## src/rtl/blc_pkg.sv

```systemverilog
package blc_pkg;
   typedef enum logic [1:0] {
      STEP_HOLD = 2'd0,
      STEP_DOWN = 2'd1,
      STEP_UP   = 2'd2
   } step_dir_e;
endpackage

```

## src/rtl/blc_window_detect.sv

```systemverilog
module blc_window_detect #(
   parameter bit POL_PROGRAMMABLE = 1'b1
) (
   input  logic clk,
   input  logic rst_n,
   input  logic loop_en,
   input  logic clamp_pol,
   input  logic clamp_in,
   output logic win_act,
   output logic win_trail
);
   logic level_ok;
   logic act_prev_q;

   generate
      if (POL_PROGRAMMABLE) begin : g_pol_sel
         assign level_ok = clamp_pol ? clamp_in : ~clamp_in;
      end else begin : g_pol_high
         assign level_ok = clamp_in;
      end
   endgenerate

   assign win_act   = loop_en & level_ok;
   assign win_trail = loop_en & act_prev_q & ~level_ok;

   always_ff @(posedge clk) begin
      if (!rst_n) act_prev_q <= 1'b0;
      else        act_prev_q <= win_act;
   end
endmodule

```

## src/rtl/blc_err_accum.sv

```systemverilog
module blc_err_accum #(
   parameter int SAMPLE_W = 12,
   parameter int TGT_W    = 8,
   parameter int MAX_WIN  = 1024,
   parameter int ACC_W    = SAMPLE_W + 2 + $clog2(MAX_WIN)
) (
   input  logic                    clk,
   input  logic                    rst_n,
   input  logic                    win_act,
   input  logic [SAMPLE_W-1:0]     pix_sample,
   input  logic [TGT_W-1:0]        black_target,
   output logic signed [ACC_W-1:0] win_sum
);
   localparam int ERR_W = SAMPLE_W + 1;
   localparam int CNT_W = $clog2(MAX_WIN + 1);

   logic signed [ERR_W-1:0] err;
   logic signed [ACC_W-1:0] err_ext;
   logic [CNT_W-1:0]        cnt_q;
   logic signed [ACC_W-1:0] sum_q;
   logic                    room;

   assign err     = $signed({1'b0, pix_sample}) -
                    $signed({{(ERR_W-TGT_W){1'b0}}, black_target});
   assign err_ext = {{(ACC_W-ERR_W){err[ERR_W-1]}}, err};
   assign room    = (cnt_q < CNT_W'(MAX_WIN));

   always_ff @(posedge clk) begin
      if (!rst_n || !win_act) begin
         cnt_q <= '0;
         sum_q <= '0;
      end else if (room) begin
         cnt_q <= cnt_q + 1'b1;
         sum_q <= sum_q + err_ext;
      end
   end

   assign win_sum = sum_q;
endmodule

```

## src/rtl/blc_step_shaper.sv

```systemverilog
module blc_step_shaper
   import blc_pkg::*;
#(
   parameter int ACC_W    = 24,
   parameter int AVG_SH   = 4,
   parameter int STEP_MAX = 16,
   parameter int STEP_W   = $clog2(STEP_MAX + 1)
) (
   input  logic signed [ACC_W-1:0] win_sum,
   output step_dir_e               step_dir,
   output logic [STEP_W-1:0]       step_mag
);
   logic             neg;
   logic [ACC_W-1:0] mag_full;
   logic [ACC_W-1:0] mag_avg;

   assign neg      = win_sum[ACC_W-1];
   assign mag_full = neg ? ACC_W'(-win_sum) : ACC_W'(win_sum);

   generate
      if (AVG_SH == 0) begin : g_no_avg
         assign mag_avg = mag_full;
      end else begin : g_avg
         assign mag_avg = mag_full >> AVG_SH;
      end
   endgenerate

   always_comb begin
      if (mag_avg > ACC_W'(STEP_MAX))  step_mag = STEP_W'(STEP_MAX);
      else if (mag_avg == '0)          step_mag = STEP_W'(1);
      else                             step_mag = mag_avg[STEP_W-1:0];

      if (win_sum == '0)  step_dir = STEP_HOLD;
      else if (neg)       step_dir = STEP_UP;
      else                step_dir = STEP_DOWN;
   end
endmodule

```

## src/rtl/blc_corr_reg.sv

```systemverilog
module blc_corr_reg
   import blc_pkg::*;
#(
   parameter int CODE_W   = 8,
   parameter int STEP_W   = 5,
   parameter int RST_CODE = 128
) (
   input  logic              clk,
   input  logic              rst_n,
   input  logic              win_trail,
   input  step_dir_e         step_dir,
   input  logic [STEP_W-1:0] step_mag,
   output logic [CODE_W-1:0] corr_code
);
   localparam int WIDE_W = CODE_W + 1;
   localparam logic [WIDE_W-1:0] TOP = WIDE_W'((1 << CODE_W) - 1);

   logic [CODE_W-1:0] corr_q;
   logic [CODE_W-1:0] corr_nx;
   logic [WIDE_W-1:0] wide;
   logic [WIDE_W-1:0] mag_w;
   logic [WIDE_W-1:0] up_sum;

   assign wide   = {1'b0, corr_q};
   assign mag_w  = WIDE_W'(step_mag);
   assign up_sum = wide + mag_w;

   always_comb begin
      corr_nx = corr_q;
      unique case (step_dir)
         STEP_DOWN: corr_nx = (wide < mag_w) ? '0 : CODE_W'(wide - mag_w);
         STEP_UP:   corr_nx = (up_sum > TOP) ? TOP[CODE_W-1:0] : up_sum[CODE_W-1:0];
         default:   corr_nx = corr_q;
      endcase
   end

   always_ff @(posedge clk) begin
      if (!rst_n)          corr_q <= CODE_W'(RST_CODE);
      else if (win_trail)  corr_q <= corr_nx;
   end

   assign corr_code = corr_q;
endmodule

```

## src/rtl/black_level_servo.sv

```systemverilog
module black_level_servo
   import blc_pkg::*;
#(
   parameter int SAMPLE_W = 12,
   parameter int CODE_W   = 8,
   parameter int MAX_WIN  = 1024,
   parameter int AVG_SH   = 4,
   parameter int STEP_MAX = 16,
   parameter int RST_CODE = 128,
   parameter bit POL_PROGRAMMABLE = 1'b1
) (
   input  logic                clk,
   input  logic                rst_n,
   input  logic                loop_en,
   input  logic                clamp_pol,
   input  logic                clamp_in,
   input  logic [SAMPLE_W-1:0] pix_sample,
   input  logic [CODE_W-1:0]   black_target,
   output logic [CODE_W-1:0]   dac_code
);
   localparam int ACC_W  = SAMPLE_W + 2 + $clog2(MAX_WIN);
   localparam int STEP_W = $clog2(STEP_MAX + 1);

   generate
      if (CODE_W > SAMPLE_W) begin : g_bad_code_w
         $error("black_level_servo: CODE_W must not exceed SAMPLE_W");
      end
      if (STEP_MAX < 1 || STEP_W > CODE_W) begin : g_bad_step
         $error("black_level_servo: STEP_MAX out of range");
      end
      if (RST_CODE < 0 || RST_CODE >= (1 << CODE_W)) begin : g_bad_rst
         $error("black_level_servo: RST_CODE out of range");
      end
      if (MAX_WIN < 1) begin : g_bad_win
         $error("black_level_servo: MAX_WIN must be positive");
      end
   endgenerate

   logic                    win_act;
   logic                    win_trail;
   logic signed [ACC_W-1:0] win_sum;
   step_dir_e               step_dir;
   logic [STEP_W-1:0]       step_mag;
   logic [CODE_W-1:0]       corr_code;

   blc_window_detect #(.POL_PROGRAMMABLE(POL_PROGRAMMABLE)) u_win (
      .clk(clk), .rst_n(rst_n), .loop_en(loop_en), .clamp_pol(clamp_pol),
      .clamp_in(clamp_in), .win_act(win_act), .win_trail(win_trail)
   );

   blc_err_accum #(
      .SAMPLE_W(SAMPLE_W), .TGT_W(CODE_W), .MAX_WIN(MAX_WIN), .ACC_W(ACC_W)
   ) u_acc (
      .clk(clk), .rst_n(rst_n), .win_act(win_act), .pix_sample(pix_sample),
      .black_target(black_target), .win_sum(win_sum)
   );

   blc_step_shaper #(
      .ACC_W(ACC_W), .AVG_SH(AVG_SH), .STEP_MAX(STEP_MAX), .STEP_W(STEP_W)
   ) u_shape (
      .win_sum(win_sum), .step_dir(step_dir), .step_mag(step_mag)
   );

   blc_corr_reg #(
      .CODE_W(CODE_W), .STEP_W(STEP_W), .RST_CODE(RST_CODE)
   ) u_corr (
      .clk(clk), .rst_n(rst_n), .win_trail(win_trail), .step_dir(step_dir),
      .step_mag(step_mag), .corr_code(corr_code)
   );

   assign dac_code = loop_en ? corr_code : black_target;
endmodule

```

## config.mk

```make
export PLATFORM = sky130hd
export DESIGN_NAME = black_level_servo
export DESIGN_NICKNAME = d
export VERILOG_FILES = /design/src/rtl/blc_pkg.sv /design/src/rtl/blc_window_detect.sv /design/src/rtl/blc_err_accum.sv /design/src/rtl/blc_step_shaper.sv /design/src/rtl/blc_corr_reg.sv /design/src/rtl/black_level_servo.sv
export SDC_FILE = /design/constraint.sdc
export NUM_CORES = 1
export LEC_CHECK = 0
export ABC_AREA = 1
export ABC_CLOCK_PERIOD_IN_PS = 7100
export BUFFER_PORTS_ARGS = -buffer_cell sky130_fd_sc_hd__buf_2
export CORE_MARGIN = 5
export CORE_UTILIZATION = 50
export DETAILED_ROUTE_END_ITERATION = 12
export HOLD_SLACK_MARGIN = 0.1
export PLACE_DENSITY = 0.72
export SLEW_MARGIN = 20
export SYNTH_ARGS = -nofsm -noshare
export SYNTH_HDL_FRONTEND = slang
export SYNTH_SLANG_ARGS = --single-unit
```

## constraint.sdc

```tcl
create_clock -name clk -period 7.1 [get_ports clk]
set_input_delay 0.355 -clock clk [delete_from_list [all_inputs] [get_ports clk]]
set_output_delay 0.355 -clock clk [all_outputs]
set_load 0.02 [all_outputs]
```

* Yosys cells after proc, flatten, opt, wreduce, memory -nomap -nowiden
Cells that the tools add are included.
** Storage, ports and cells
- Word-level logic and storage cells :: 38
- Register bits after elaboration :: 44
** Cells by class
- Bitwise logic cells :: 5
- Reduce and logical (&&, ||, !) cells :: 7
- Add/sub/neg operators :: 6
- Muxes and demuxes :: 10
- Order comparisons :: 4
- Eq/ne operators :: 2
** Operators by type and width (count)
- 24-bit zero test :: 2
- 24-bit by 13-bit adder with 24-bit output :: 1
- 24-bit 2-to-1 mux :: 1
- 8-bit 2-to-1 mux :: 3
- 24-bit negation :: 1
- 20-bit by 5-bit greater-than comparator with 1-bit output, second input constant :: 1
- 8-bit one-hot mux with 2 select lines :: 1
- 12-bit by 8-bit subtractor with 13-bit output :: 1
- 11-bit by 1-bit adder with 11-bit output, second input constant :: 1
- 11-bit < comparator, second input constant :: 1
- 5-bit 2-to-1 mux :: 2
- 8-bit by 5-bit adder with 9-bit output :: 1
- 9-bit by 8-bit greater-than comparator with 1-bit output, second input constant :: 1
- 8-bit by 5-bit < comparator with 1-bit output :: 1
- 8-bit by 5-bit subtractor with 8-bit output :: 1
- 2-bit 2-to-1 mux :: 2
- 1-bit bitwise AND :: 3
- 2-bit by 1-bit == test with 1-bit output, second input constant :: 1
- 2-bit == test, second input constant :: 1
- 1-bit zero test :: 2
- 1-bit inverter :: 2
- 2-bit AND reduction :: 1
- 2-bit nonzero test :: 1
- 1-bit logical OR :: 1
- 1-bit 2-to-1 mux :: 1

* Logic depth before layout (Yosys ltp)
Gate-level depths: netlist of the first run.
- Depth after elaboration :: 9
- Gate-level depth with buffers :: 29
- Depth with buffers taken out :: 29

* Modules after synthesis
From an unflattened synthesis of the first run, not the netlist that was laid out.
** Unflattened totals
- Cell total of the unflattened synthesis :: 1013
- Area, all modules :: 5701.7 sq um
** By module, submodules not included
- blc_err_accum :: seq. area each 700.7 sq um, area an instance 3522.1 sq um, cells each 617, instances 1
- blc_corr_reg :: seq. area each 160.2 sq um, area an instance 1137.3 sq um, cells each 182, instances 1
- blc_step_shaper :: seq. area each 0.0 sq um, area an instance 864.6 sq um, cells each 177, instances 1
- black_level_servo :: seq. area each 0.0 sq um, area an instance 105.1 sq um, cells each 26, instances 1
- blc_window_detect :: seq. area each 20.0 sq um, area an instance 72.6 sq um, cells each 11, instances 1

* Worst setup path before layout of the first run
Ideal clock, no wire load.
- Path kind :: flip-flop to flip-flop
- From :: register u_acc.sum_q[8], in the netlist u_acc.win_sum[8]
- To :: register u_corr.corr_q[6], in the netlist u_corr.corr_code[6]
- Path buffers :: 0
- Arrival :: 2.945 ns
- Library setup time :: 0.115 ns
- Cell stages (with the launch flop) :: 27
- Path slack :: 4.040 ns
- Cell sequence :: dfxtp_1 nor2_4 nand2_2 nor2_4 nand2_2 nand2_4 nand3_2 nand2_1 nand2_2 nor2_4 nand2_2 nor2_4 o211ai_1 inv_1 ha_1 inv_1 fa_1 nand2_1 inv_1 o21ai_0 nand2_1 nand2_1 nand4_1 o21ai_0 a21oi_1 o21ai_0 inv_1
** Between the ends
- Longest elaborated chain between the ends :: 9
- Elaborated cells on any way between the ends :: 19
- Classes of those cells :: add/sub: 3; order compare: 3; eq/ne: 2; mux: 7; reduce/logical: 4
** RTL lines
- from (decl) :: line blc_err_accum.sv:20 : logic signed [ACC_W-1:0] sum_q;
- from (signal assigned) :: line blc_err_accum.sv:34 : sum_q <= sum_q + err_ext;
- parallel branches: the longest is 9 deep, another holds 24-bit negation
- to (signal assigned) :: line blc_corr_reg.sv:38 : if (!rst_n) corr_q <= CODE_W'(RST_CODE);
- to (signal assigned) :: line blc_corr_reg.sv:39 : else if (win_trail) corr_q <= corr_nx;
- to (decl) :: line blc_corr_reg.sv:18 : logic [CODE_W-1:0] corr_q;
Several ways; the timed one is not identified.
A chain may end at the register's enable or synchronous reset.

* Final worst setup path of the first run
- From :: register u_acc.sum_q[23], in the netlist u_acc.win_sum[23]
- To :: register u_corr.corr_q[6], in the netlist u_corr.corr_code[6]
Same word-level chain as after synthesis.

==> results of run 1 <==
how the worst max path moves through the flow:
stage,depth (start not counted),to,slack (ns),from
6_report,24,u_corr.corr_code[6],3.27,u_acc.win_sum[23]
3_5_place_dp,24,u_corr.corr_code[2],3.41,u_acc.win_sum[23]
4_1_cts,24,u_corr.corr_code[6],3.33,u_acc.win_sum[23]
2_1_floorplan,26,u_corr.corr_code[6],4.04,u_acc.win_sum[8]
5_1_grt,24,u_corr.corr_code[6],2.90,u_acc.win_sum[23]
3_3_place_gp,23,u_acc.win_sum[23],3.46,pix_sample[0]
synthesized netlist by cell type (all sizes together):
library cell and count:
inv 129, o221ai 1, nand3 59, a31oi 5
a21oi 74, o21ai 56, ha 42, a21o 3
o21a 2, nor3b 2, buf 9, nor3 12
xor2 19, or2 1, a211oi 1, clkinv 1
nor4 4, o21bai 4, nand3b 2, nand2 214
o211ai 7, xnor2 8, dfxtp 44, a21boi 3
nor2 88, clkbuf 6, fa 4, nand4 16
tightest hold or removal path, stage by stage:
cell                      delay (ns)
sky130_fd_sc_hd__buf_2          0.12
sky130_fd_sc_hd__o21ai_0        0.07
sky130_fd_sc_hd__a31oi_1        0.04
cells in the final DEF (no fill, tap or decap), drive strengths merged, types with 3 or more instances in the layout:
cell	count
nand2	214
inv	129
nor2	88
a21oi	74
nand3	59
o21ai	56
dfxtp	44
ha	42
buf	34
xor2	19
nand4	16
nor3	12
xnor2	8
o211ai	7
a31oi	5
clkbuf	5
o21bai	4
nor4	4
fa	4
a21boi	3
a21o	3
bufinv	3
kinds of logic after synthesis:
group / synth area share
buf+inv: 0.113
simple gates: 0.367
fa+ha+maj: 0.122
compound gates: 0.171
flops: 0.178
xor+xnor: 0.0478
power by group:
| part | total (W) | leakage (nW) | internal (W) | switching (W) |
|---|---|---|---|---|
| combinational | 0.000349 | 2.52 | 0.000123 | 0.000226 |
| sequential | 0.000267 | 0.356 | 0.000254 | 0.0000130 |
| clock | 0.000273 | 0.0784 | 0.000176 | 0.0000966 |
| total | 0.000889 | 2.95 | 0.000553 | 0.000335 |
through the flow:
| stage | hold slack (ns) | util | total power, W | area (um^2) | instances |
|---|---|---|---|---|---|
| 6_report | 0.320 | 0.553 | 0.000889 | 5380 | 976 |
| 5_1_grt | 0.339 | 0.553 | 0.000947 | 5380 | 976 |
| 4_1_cts | 0.316 | 0.553 | 0.000888 | 5380 | 976 |
| 3_5_place_dp | 0.462 | 0.536 | 0.000614 | 5220 | 968 |
| 3_3_place_gp | 0.456 | 0.536 | 0.000607 | 5220 | 968 |
| 2_1_floorplan | 0.441 | - | 0.000536 | 4950 | 816 |
state kept, by name, indices dropped and copies added (netlist names):
name              cells
u_acc.cnt_q          11
u_acc.win_sum        24
u_win.act_prev_q      1
u_corr.corr_code      8
per-layer routing:
| layer | track usage | part of all wire | vias to the layer above |
|---|---|---|---|
| li1 | - | - | 2706 |
| met1 | 0.284 | 0.45 | 2376 |
| met2 | 0.402 | 0.47 | 157 |
| met3 | 0.0346 | 0.053 | 38 |
| met4 | 0.0935 | 0.032 | 0 |
| met5 | 0 | 0 | - |
final cells by class:
type	count	area [um^2]
clock buffers	5	68.8
clock inverters	3	90.1
fillers	1003	4350
inverters	130	488
multi-input cells	627	3510
flip-flops and latches	44	881
well taps	133	166
repair buffers	34	175
==> reports/metrics.json, run 1 <==
{
  "htree_levels": {"value": 2},
  "full_die_area": {"value": 0.0120, "unit": "mm^2"},
  "layout_worst_path_cycle_share": {"value": 0.539},
  "rr_worst_depth": {"value": 24},
  "tritoncts_clock_tree": {"value": "done"},
  "timing.hold.worst.start": {"value": "rst_n"},
  "power-per-cell-area": {"value": 165, "unit": "mW/mm^2"},
  "timing.rr.start": {"value": "u_acc.win_sum[23]"},
  "timing.critical_path.to_type": {"value": "register"},
  "post_synth_num_cell_types": {"value": 40},
  "final-setup-viol-count": {"value": 0},
  "critical-path-top-delay-family": {"value": "simple AND/OR/NAND/NOR gates"},
  "cp.required": {"value": 7.30, "unit": "ns"},
  "drt_wl_total": {"value": 13500, "unit": "um"},
  "depth_of_the_worst_hold_timing_path": {"value": 3},
  "mappedNetlistNets": {"value": 887},
  "timing.reg2reg.setup_slack": {"value": 3.27, "unit": "ns"},
  "synth_top_area_cell": {"value": "sky130_fd_sc_hd__dfxtp_1"},
  "grt_antenna_before_repair": {"value": 0},
  "clock.fmax": {"value": 261, "unit": "MHz"},
  "slowest_stage_cell_crit_path": {"value": "sky130_fd_sc_hd__dfxtp_1"},
  "worst_skew_pair.late_latency": {"value": 0.31, "unit": "ns"},
  "vias_in_the_first_global_route": {"value": 5033},
  "drc": {"value": 0},
  "timing_worst_setup_path_type": {"value": "register to register"},
  "outcome": {"value": "complete, no violations"},
  "min-delay-path-class": {"value": "primary input to register"},
  "cts_setup_buffers": {"value": 0},
  "cts_repair_resize_count": {"value": 0},
  "minimum_setup_slack_in_the_final_design": {"value": 3.27, "unit": "ns"},
  "worst_hold_path.endpoint": {"value": "u_corr.corr_code[3]"},
  "num_vias": {"value": 5277},
  "setup.worst_path.start_class": {"value": "register"},
  "synth_seq_cells": {"value": 44},
  "cts.path.max_buffers": {"value": 2},
  "coreArea": {"value": 0.00973, "unit": "mm^2"},
  "worst_vdd_rail_ir_drop": {"value": 0.0000864, "unit": "V"},
  "post_drt_via_cell_ratio": {"value": 5.41},
  "clk_pin_slew": {"value": 0.09, "unit": "ns"},
  "slew_violations": {"value": 0},
  "post-synth-top-area-fraction": {"value": 0.178},
  "preCtsSetupSlack": {"value": 3.41, "unit": "ns"},
  "sequential_cell_area_fraction_in_the_yosys_report": {"value": 0.178},
  "route.antenna.remaining_nets": {"value": 0},
  "final_net_count": {"value": 913},
  "diodes": {"value": 0},
  "finClkSkew": {"value": 0.0101, "unit": "ns"},
  "tritoncts_num_sinks": {"value": 44},
  "crit_path_cell_trace": {"value": "buf_4, nand2_1, nand2_1, nand2_1, nand2_1, nand2_2, nor2_4, nand2_2, nor2_4, o211ai_1, inv_1, ha_1, inv_1, fa_1, nand2_1, inv_1, o21ai_0, nand2_1, nand2_1, nand4_1, o21ai_0, a21oi_1, o21ai_0, inv_1"},
  "port_buffers": {"value": 32},
  "routed_wire_length_per_instance": {"value": 13.9, "unit": "um"},
  "syn-mean-instance-area": {"value": 6.06, "unit": "um^2"},
  "die_w": {"value": 109, "unit": "um"},
  "worstMarginPinSlew": {"value": 0.642, "unit": "ns"},
  "critical-path-max-stage-delay": {"value": 0.59, "unit": "ns"},
  "power_leakage": {"value": 2.95, "unit": "nW"},
  "slew-limit-headroom": {"value": 0.569},
  "row_count": {"value": 36},
  "cts_hold_buffers": {"value": 0},
  "grt_max_degree": {"value": 40},
  "starting_density_of_the_core": {"value": 0.508},
  "dieHeight": {"value": 109, "unit": "um"},
  "post_synth_inst_count": {"value": 816},
  "grt_first_pass_wirelength": {"value": 22500, "unit": "um"},
  "critical_path_arrival": {"value": 4.03, "unit": "ns"},
  "layout-drive-gt1-share": {"value": 0.103},
  "synthesis.area": {"value": 0.00495, "unit": "mm^2"},
  "io_pins": {"value": 33},
  "synthesis.yosys.warnings": {"value": 0},
  "1st_iter_drt_viols": {"value": 399},
  "rsz0062_at_grt": {"value": "false"},
  "place.detailed.hpwl": {"value": 10900, "unit": "um"},
  "timing.final.hold_violations": {"value": 0},
  "critical_path_buf_inv_count": {"value": 5},
  "syn_to_final_growth": {"value": 8.67, "unit": "%"},
  "numCtsBuffers": {"value": 5},
  "global_route.usage.total": {"value": 0.231},
  "timing.final.crit_period": {"value": 3.83, "unit": "ns"},
  "max_cap_violations": {"value": 0},
  "post_synth_main_area_contributors": {"value": "sky130_fd_sc_hd__dfxtp_1, sky130_fd_sc_hd__nand2_1, sky130_fd_sc_hd__ha_1"},
  "globalRoute.totalOverflow": {"value": 0},
  "path_max_fanout": {"value": 29},
  "regToRegEndpoint": {"value": "u_corr.corr_code[6]"},
  "setup-tns-final": {"value": 0, "unit": "ns"},
  "drt_pre_antenna_iters": {"value": 5},
  "finalWeightedCongestion": {"value": 0.935},
  "clock_root_buffer": {"value": "sky130_fd_sc_hd__clkbuf_8"},
  "cp_common_cell": {"value": "sky130_fd_sc_hd__nand2_1"}
}
(Power assumes the default switching activity.)
==> inputs of run 2 (changes only) <==
--- a/config.mk
+++ b/config.mk
@@ -6,7 +6,7 @@
 export NUM_CORES = 1
 export LEC_CHECK = 0
 export ABC_AREA = 1
-export ABC_CLOCK_PERIOD_IN_PS = 7100
+export ABC_CLOCK_PERIOD_IN_PS = 3600
 export BUFFER_PORTS_ARGS = -buffer_cell sky130_fd_sc_hd__buf_2
 export CORE_MARGIN = 5
 export CORE_UTILIZATION = 50
==> constraint.sdc (replaced) <==
create_clock -name clk -period 3.6 [get_ports clk]
set_input_delay 0.18 -clock clk [delete_from_list [all_inputs] [get_ports clk]]
set_output_delay 0.18 -clock clk [all_outputs]
set_load 0.02 [all_outputs]
==> reports/metrics.json, run 2 (same netlist as run 1, synthesis figures left out) <==
{
  "critical-path-max-stage-delay": {"value": 0.39, "unit": "ns"},
  "row_count": {"value": 36},
  "syn_to_final_growth": {"value": 12.5, "unit": "%"},
  "cts.path.max_buffers": {"value": 2},
  "timing.critical_path.to_type": {"value": "register"},
  "timing.final.hold_violations": {"value": 0},
  "cp_common_cell": {"value": "sky130_fd_sc_hd__nand2_2"},
  "finClkSkew": {"value": 0.00644, "unit": "ns"},
  "nFillCells": {"value": 973},
  "final_cell_mix": {"value": "sky130_fd_sc_hd__nand2_1, sky130_fd_sc_hd__inv_1, sky130_fd_sc_hd__a21oi_1"},
  "tritoncts_clock_tree": {"value": "done"},
  "critical_path_buf_inv_count": {"value": 4},
  "route.antenna.remaining_nets": {"value": 0},
  "full_die_area": {"value": 0.0120, "unit": "mm^2"},
  "tritoncts_num_sinks": {"value": 44},
  "power.total": {"value": 0.00170, "unit": "W"},
  "layoutNonFillerInstCount": {"value": 989},
  "multi_input_area": {"value": 0.00361, "unit": "mm^2"},
  "die_w": {"value": 109, "unit": "um"},
  "io_pins": {"value": 33},
  "finalWeightedCongestion": {"value": 0.973},
  "power_leakage": {"value": 3.03, "unit": "nW"},
  "critical-path-top-delay-family": {"value": "simple AND/OR/NAND/NOR gates"},
  "clock_root_buffer": {"value": "sky130_fd_sc_hd__clkbuf_8"},
  "worstMarginPinSlew": {"value": 0.606, "unit": "ns"},
  "num_vias": {"value": 5309},
  "area.sequential": {"value": 906, "unit": "um^2"},
  "slew_violations": {"value": 0},
  "grt_antenna_before_repair": {"value": 0},
  "post-place-cells": {"value": 976},
  "starting_density_of_the_core": {"value": 0.508},
  "setup.worst_path.start_class": {"value": "register"},
  "grt_max_degree": {"value": 40},
  "min-delay-path-class": {"value": "primary input to register"},
  "drt_wl_total": {"value": 13800, "unit": "um"},
  "most_common_cell_after_layout_fill_and_taps_aside": {"value": "sky130_fd_sc_hd__nand2_1"},
  "clk_pin_slew": {"value": 0.09, "unit": "ns"},
  "clock.fmax": {"value": 294, "unit": "MHz"},
  "cp.required": {"value": 3.81, "unit": "ns"},
  "final_net_count": {"value": 926},
  "worst_vdd_rail_ir_drop": {"value": 0.000166, "unit": "V"},
  "grt_first_pass_wirelength": {"value": 22700, "unit": "um"},
  "power-per-cell-area": {"value": 305, "unit": "mW/mm^2"},
  "dieHeight": {"value": 109, "unit": "um"},
  "globalRoute.totalOverflow": {"value": 0},
  "port_buffers": {"value": 32},
  "largest_register_ffs": {"value": 24},
  "numCtsBuffers": {"value": 5},
  "slew-limit-headroom": {"value": 0.595},
  "layout-drive-gt1-share": {"value": 0.155},
  "outcome": {"value": "complete, no violations"},
  "path_max_fanout": {"value": 6},
  "timing.final.crit_period": {"value": 3.41, "unit": "ns"},
  "post_drt_via_cell_ratio": {"value": 5.37},
  "slowest_stage_cell_crit_path": {"value": "sky130_fd_sc_hd__dfxtp_4"},
  "worst_skew_pair.late_latency": {"value": 0.31, "unit": "ns"},
  "1st_iter_drt_viols": {"value": 394},
  "layout_worst_path_cycle_share": {"value": 0.946},
  "global_route.usage.total": {"value": 0.232},
  "coreArea": {"value": 0.00973, "unit": "mm^2"},
  "max_cap_violations": {"value": 0},
  "place.detailed.hpwl": {"value": 11000, "unit": "um"},
  "diodes": {"value": 0},
  "final-setup-viol-count": {"value": 0},
  "critical_path_arrival": {"value": 3.61, "unit": "ns"},
  "htree_levels": {"value": 2},
  "routed_wire_length_per_instance": {"value": 13.9, "unit": "um"},
  "timing_worst_setup_path_type": {"value": "register to register"},
  "drc": {"value": 0},
  "drt_pre_antenna_iters": {"value": 5},
  "vias_in_the_first_global_route": {"value": 4894}
}
==> run 2: changes by cell type in the layout (fill, tap and decap cells not counted), sizes merged <==
cell	change
clkinv	+1
bufinv	-2
clkbuf	+1
buf	+13
==> run 2: tightest hold or removal path: cells and delay by family <==
family,cells,cell delay [ns]
AO/OA/AOI/OAI,2,0.12
buffers and inverters,1,0.12
==> run 2: per-stage QoR <==
stage | hold WS, ns | setup TNS [ns] | area (um^2) | utilization | setup slack [ns]
after floorplan | 0.318 | 0 | 4950 | - | 0.540
after global placement | 0.455 | 0 | 5280 | 0.542 | 0.144
after detailed placement | 0.458 | 0 | 5280 | 0.542 | 0.101
after CTS | 0.140 | 0 | 5400 | 0.555 | 0.0553
after global routing | 0.167 | -0.187 | 5570 | 0.572 | -0.0598
final | 0.148 | 0 | 5570 | 0.572 | 0.195
==> run 2: final cells by class <==
type	instances	area share
multi-input combinational	627	0.648
sequential	44	0.163
inverter	130	0.0877
timing repair buffer	47	0.0497
tap	133	0.0299
clock buffer	6	0.0148
clock inverter	2	0.00697
==> run 2: path summary, 6_finish.rpt <==
path | from | end | slack [ns] | cells after the start
max | u_acc.win_sum[7] | u_corr.corr_code[5] | 0.19 | 27
min | rst_n | u_corr.corr_code[4] | 0.15 | 3
max reg2reg | u_acc.win_sum[7] | u_corr.corr_code[5] | 0.19 | 27
min reg2reg | u_acc.cnt_q[8] | u_acc.cnt_q[8] | 0.48 | 1
==> run 2: report_power, final <==
group / internal, W / total [W] / switching, W
registers: 0.000502 / 0.000529 / 0.0000276
clock network: 0.000227 / 0.000422 / 0.000195
logic: 0.000281 / 0.000748 / 0.000467
==> run 2: timing repair <==
item / 4_1_cts / 5_1_grt
buffers inserted: 0 / 6
hold buffers: 0 / 0
gates resized for setup: 0 / 50
setup endpoints to repair: 0 / 8
==> run 2: metal layers <==
layer,track usage,vias to the layer above,wire length (um)
li1,-,2733,-
met1,0.305,2407,6290
met2,0.409,160,6560
met3,0.0323,9,851
met4,0.0401,0,91
met5,0,-,0
==> inputs of run 3 (changes only) <==
--- a/config.mk
+++ b/config.mk
@@ -5,9 +5,9 @@
 export SDC_FILE = /design/constraint.sdc
 export NUM_CORES = 1
 export LEC_CHECK = 0
-export ABC_AREA = 1
 export ABC_CLOCK_PERIOD_IN_PS = 3600
 export BUFFER_PORTS_ARGS = -buffer_cell sky130_fd_sc_hd__buf_2
+export CORE_ASPECT_RATIO = 0.8
 export CORE_MARGIN = 5
 export CORE_UTILIZATION = 50
 export DETAILED_ROUTE_END_ITERATION = 12
==> reports/metrics.json, run 3 <==
{
  "outcome": {"value": "finished, violations left"},
  "violations": {"value": "setup timing"},
  "power-per-cell-area": {"value": 325, "unit": "mW/mm^2"},
  "asyncSetResetFlopFracSynth": {"value": 0},
  "mappedNetlistNets": {"value": 647},
  "intPower": {"value": 0.00119, "unit": "W"},
  "timing_worst_setup_path_type": {"value": "register to register"},
  "diodes": {"value": 0},
  "tritoncts_num_sinks": {"value": 44},
  "worst_vdd_rail_ir_drop": {"value": 0.000212, "unit": "V"},
  "starting_density_of_the_core": {"value": 0.513},
  "vias_in_the_first_global_route": {"value": 4689},
  "tritoncts_clock_tree": {"value": "done"},
  "post-synth-top-area-fraction": {"value": 0.201},
  "hold_ws": {"value": 0.115, "unit": "ns"},
  "seq_power_share": {"value": 0.269},
  "max_cap_violations": {"value": 0},
  "final_cell_mix": {"value": "sky130_fd_sc_hd__buf_4, sky130_fd_sc_hd__nand2_1, sky130_fd_sc_hd__dfxtp_1"},
  "post_dp_cell_area": {"value": 0.00541, "unit": "mm^2"},
  "post_synth_main_area_contributors": {"value": "sky130_fd_sc_hd__dfxtp_1, sky130_fd_sc_hd__ha_1, sky130_fd_sc_hd__nand2_1"},
  "drt_wl_total": {"value": 14100, "unit": "um"},
  "rsz0062_at_grt": {"value": "true"},
  "global_route.usage.total": {"value": 0.244},
  "post_drt_via_cell_ratio": {"value": 6.07},
  "timing.final.hold_violations": {"value": 0},
  "final_net_count": {"value": 776},
  "clock_root_buffer": {"value": "sky130_fd_sc_hd__clkbuf_8"},
  "post_synth_num_cell_types": {"value": 73},
  "total_switching_power": {"value": 0.000758, "unit": "W"},
  "io_pins": {"value": 33},
  "routed_wire_length_per_instance": {"value": 17.3, "unit": "um"},
  "synth_seq_cells": {"value": 44},
  "grt_max_degree": {"value": 42},
  "drt_pre_antenna_iters": {"value": 5},
  "preCtsSetupSlack": {"value": -0.399, "unit": "ns"},
  "yosysMostFrequentCell": {"value": "sky130_fd_sc_hd__nand2_1"},
  "minimum_setup_slack_in_the_final_design": {"value": -0.282, "unit": "ns"},
  "clk_pin_slew": {"value": 0.10, "unit": "ns"},
  "p_clk_frac": {"value": 0.210},
  "cp.required": {"value": 3.84, "unit": "ns"},
  "clock.fmax": {"value": 258, "unit": "MHz"},
  "drc": {"value": 0},
  "port_buffers": {"value": 32},
  "ranking_of_synthesized_cells_by_instance_count": {"value": "sky130_fd_sc_hd__nand2_1, sky130_fd_sc_hd__a21oi_1, sky130_fd_sc_hd__dfxtp_1"},
  "most_common_cell_after_layout_fill_and_taps_aside": {"value": "sky130_fd_sc_hd__buf_4"},
  "final_cell_area": {"value": 0.00599, "unit": "mm^2"},
  "worstMarginPinSlew": {"value": 0.748, "unit": "ns"},
  "synthesis.yosys.warnings": {"value": 0},
  "dieHeight": {"value": 93.7, "unit": "um"},
  "sequential_cell_area_fraction_in_the_yosys_report": {"value": 0.201},
  "timing.critical_path.to_type": {"value": "register"},
  "layout-drive-gt1-share": {"value": 0.324},
  "timing.final.crit_period": {"value": 3.88, "unit": "ns"},
  "switching_share": {"value": 0.390},
  "power_leakage": {"value": 2.75, "unit": "nW"},
  "cts.path.max_buffers": {"value": 2},
  "coreArea": {"value": 0.00852, "unit": "mm^2"},
  "multi_input_area": {"value": 0.00373, "unit": "mm^2"},
  "setup.worst_path.start_class": {"value": "register"},
  "combinationalPowerShare": {"value": 0.521},
  "path_max_fanout": {"value": 4},
  "final-setup-viol-count": {"value": 8},
  "row_count": {"value": 30},
  "synth_top_area_cell": {"value": "sky130_fd_sc_hd__dfxtp_1"},
  "die_w": {"value": 115, "unit": "um"},
  "htree_levels": {"value": 2},
  "syn_to_final_growth": {"value": 36.9, "unit": "%"},
  "1st_iter_drt_viols": {"value": 294},
  "num_vias": {"value": 4969},
  "finClkSkew": {"value": 0.0111, "unit": "ns"},
  "largest_register_ffs": {"value": 24},
  "grt_antenna_before_repair": {"value": 0},
  "min-delay-path-class": {"value": "primary input to register"},
  "nFillCells": {"value": 635},
  "finalWeightedCongestion": {"value": 0.907},
  "globalRoute.totalOverflow": {"value": 0},
  "cts_hold_buffers": {"value": 0},
  "synthFlopType": {"value": "sky130_fd_sc_hd__dfxtp_1"},
  "grt_first_pass_wirelength": {"value": 21500, "unit": "um"},
  "synth_edf_count": {"value": 0},
  "slew-limit-headroom": {"value": 0.497},
  "place.detailed.hpwl": {"value": 9690, "unit": "um"},
  "critical-path-max-stage-delay": {"value": 0.57, "unit": "ns"},
  "slew_violations": {"value": 0},
  "area.sequential": {"value": 887, "unit": "um^2"},
  "syn-mean-instance-area": {"value": 7.59, "unit": "um^2"},
  "route.antenna.remaining_nets": {"value": 0},
  "worst_skew_pair.late_latency": {"value": 0.32, "unit": "ns"},
  "layout_worst_path_cycle_share": {"value": 1.08},
  "synthesis.area": {"value": 0.00437, "unit": "mm^2"},
  "critical_path_arrival": {"value": 4.12, "unit": "ns"},
  "slowest_stage_cell_crit_path": {"value": "sky130_fd_sc_hd__or4_4"},
  "post_synth_inst_count": {"value": 576},
  "crit_path_cell_trace": {"value": "or4_4, nand2_4, mux2i_2, nor2_1, or3_4, nor4_4, ha_2, inv_1, fa_2, a21o_1, a21oi_4, buf_4, o211ai_1, o2bb2ai_1, a21oi_1, a311oi_2"},
  "numCtsBuffers": {"value": 5},
  "full_die_area": {"value": 0.0107, "unit": "mm^2"}
}
==> run 3: changes by cell type after synthesis, moves of 15 or more <==
cell                      change
sky130_fd_sc_hd__mux2i_1     +15
sky130_fd_sc_hd__nand3_1     -37
sky130_fd_sc_hd__inv_1       -93
sky130_fd_sc_hd__o21ai_0     -20
sky130_fd_sc_hd__nor2_1      -31
sky130_fd_sc_hd__nand2_1    -130
sky130_fd_sc_hd__a21oi_1     -26
==> run 3: path summary, 6_finish.rpt <==
kind / cells after the start / end / start / slack [ns]
worst max-delay path: 16 / u_corr.corr_code[6] / u_acc.win_sum[1] / -0.28
worst min-delay path: 2 / u_corr.corr_code[7] / rst_n / 0.12
worst max register to register: 16 / u_corr.corr_code[6] / u_acc.win_sum[1] / -0.28
worst min register to register: 2 / u_acc.cnt_q[7] / u_acc.cnt_q[7] / 0.49
==> run 3: repair_timing <==
action | CTS | global route
hold endpoints to repair | 0 | 0
setup buffers | 2 | 7
pin swaps | 19 | 33
setup endpoints to repair | 11 | 21
gates resized for setup | 22 | 58
==> run 3: layout make-up <==
cell class | count | area share
clock buffer | 5 | 0.0115
clock inverter | 3 | 0.00794
inverter | 34 | 0.0213
multi-input combinational | 480 | 0.624
sequential | 44 | 0.148
tap | 112 | 0.0234
timing repair buffer | 140 | 0.164
==> run 3: cell families after synthesis <==
group | share of synthesized area
flip-flops | 0.201
multiplexers | 0.0369
XOR/XNOR | 0.0601
adder cells (fa/ha/maj) | 0.138
AO/OA/AOI/OAI | 0.252
AND/OR/NAND/NOR | 0.267
buffers and inverters | 0.0446
==> run 3: per-layer routing <==
layer	wire length [um]	share of wire	track usage	vias up
met4	623	0.044	0.0821	0
li1	-	-	-	2360
met2	6440	0.46	0.399	247
met1	5850	0.41	0.324	2297
met5	0	0	0	-
met3	1200	0.085	0.0431	65
==> run 3: per-stage QoR <==
stage / utilization / total power (W) / setup TNS (ns) / instances
2_1_floorplan: - / 0.00106 / -0.0295 / 576
3_3_place_gp: 0.635 / 0.00132 / -2.01 / 801
3_5_place_dp: 0.635 / 0.00135 / -4.38 / 801
4_1_cts: 0.666 / 0.00179 / -1.29 / 811
5_1_grt: 0.703 / 0.00205 / -2.59 / 818
6_report: 0.703 / 0.00194 / -1.25 / 818
==> run 3: power by group through the flow <==
stage / Sequential (W) / Combinational [W] / Clock [W]
final: 0.000524 / 0.00101 / 0.000408
after CTS: 0.000522 / 0.000859 / 0.000411
after floorplan: 0.000529 / 0.000531 / 0
after global placement: 0.000530 / 0.000789 / 0
after global routing: 0.000526 / 0.00109 / 0.000437
after detailed placement: 0.000531 / 0.000816 / 0
==> run 3: critical path: cells and delay by family (launching register included) <==
family                     cells  cell delay, ns
muxes                          1            0.22
and+or+nand+nor                5            1.46
AOI/OAI and AO/OA              6            0.99
DFF                            1            0.36
buffers and inverters          2            0.20
adders and majority gates      2            0.59
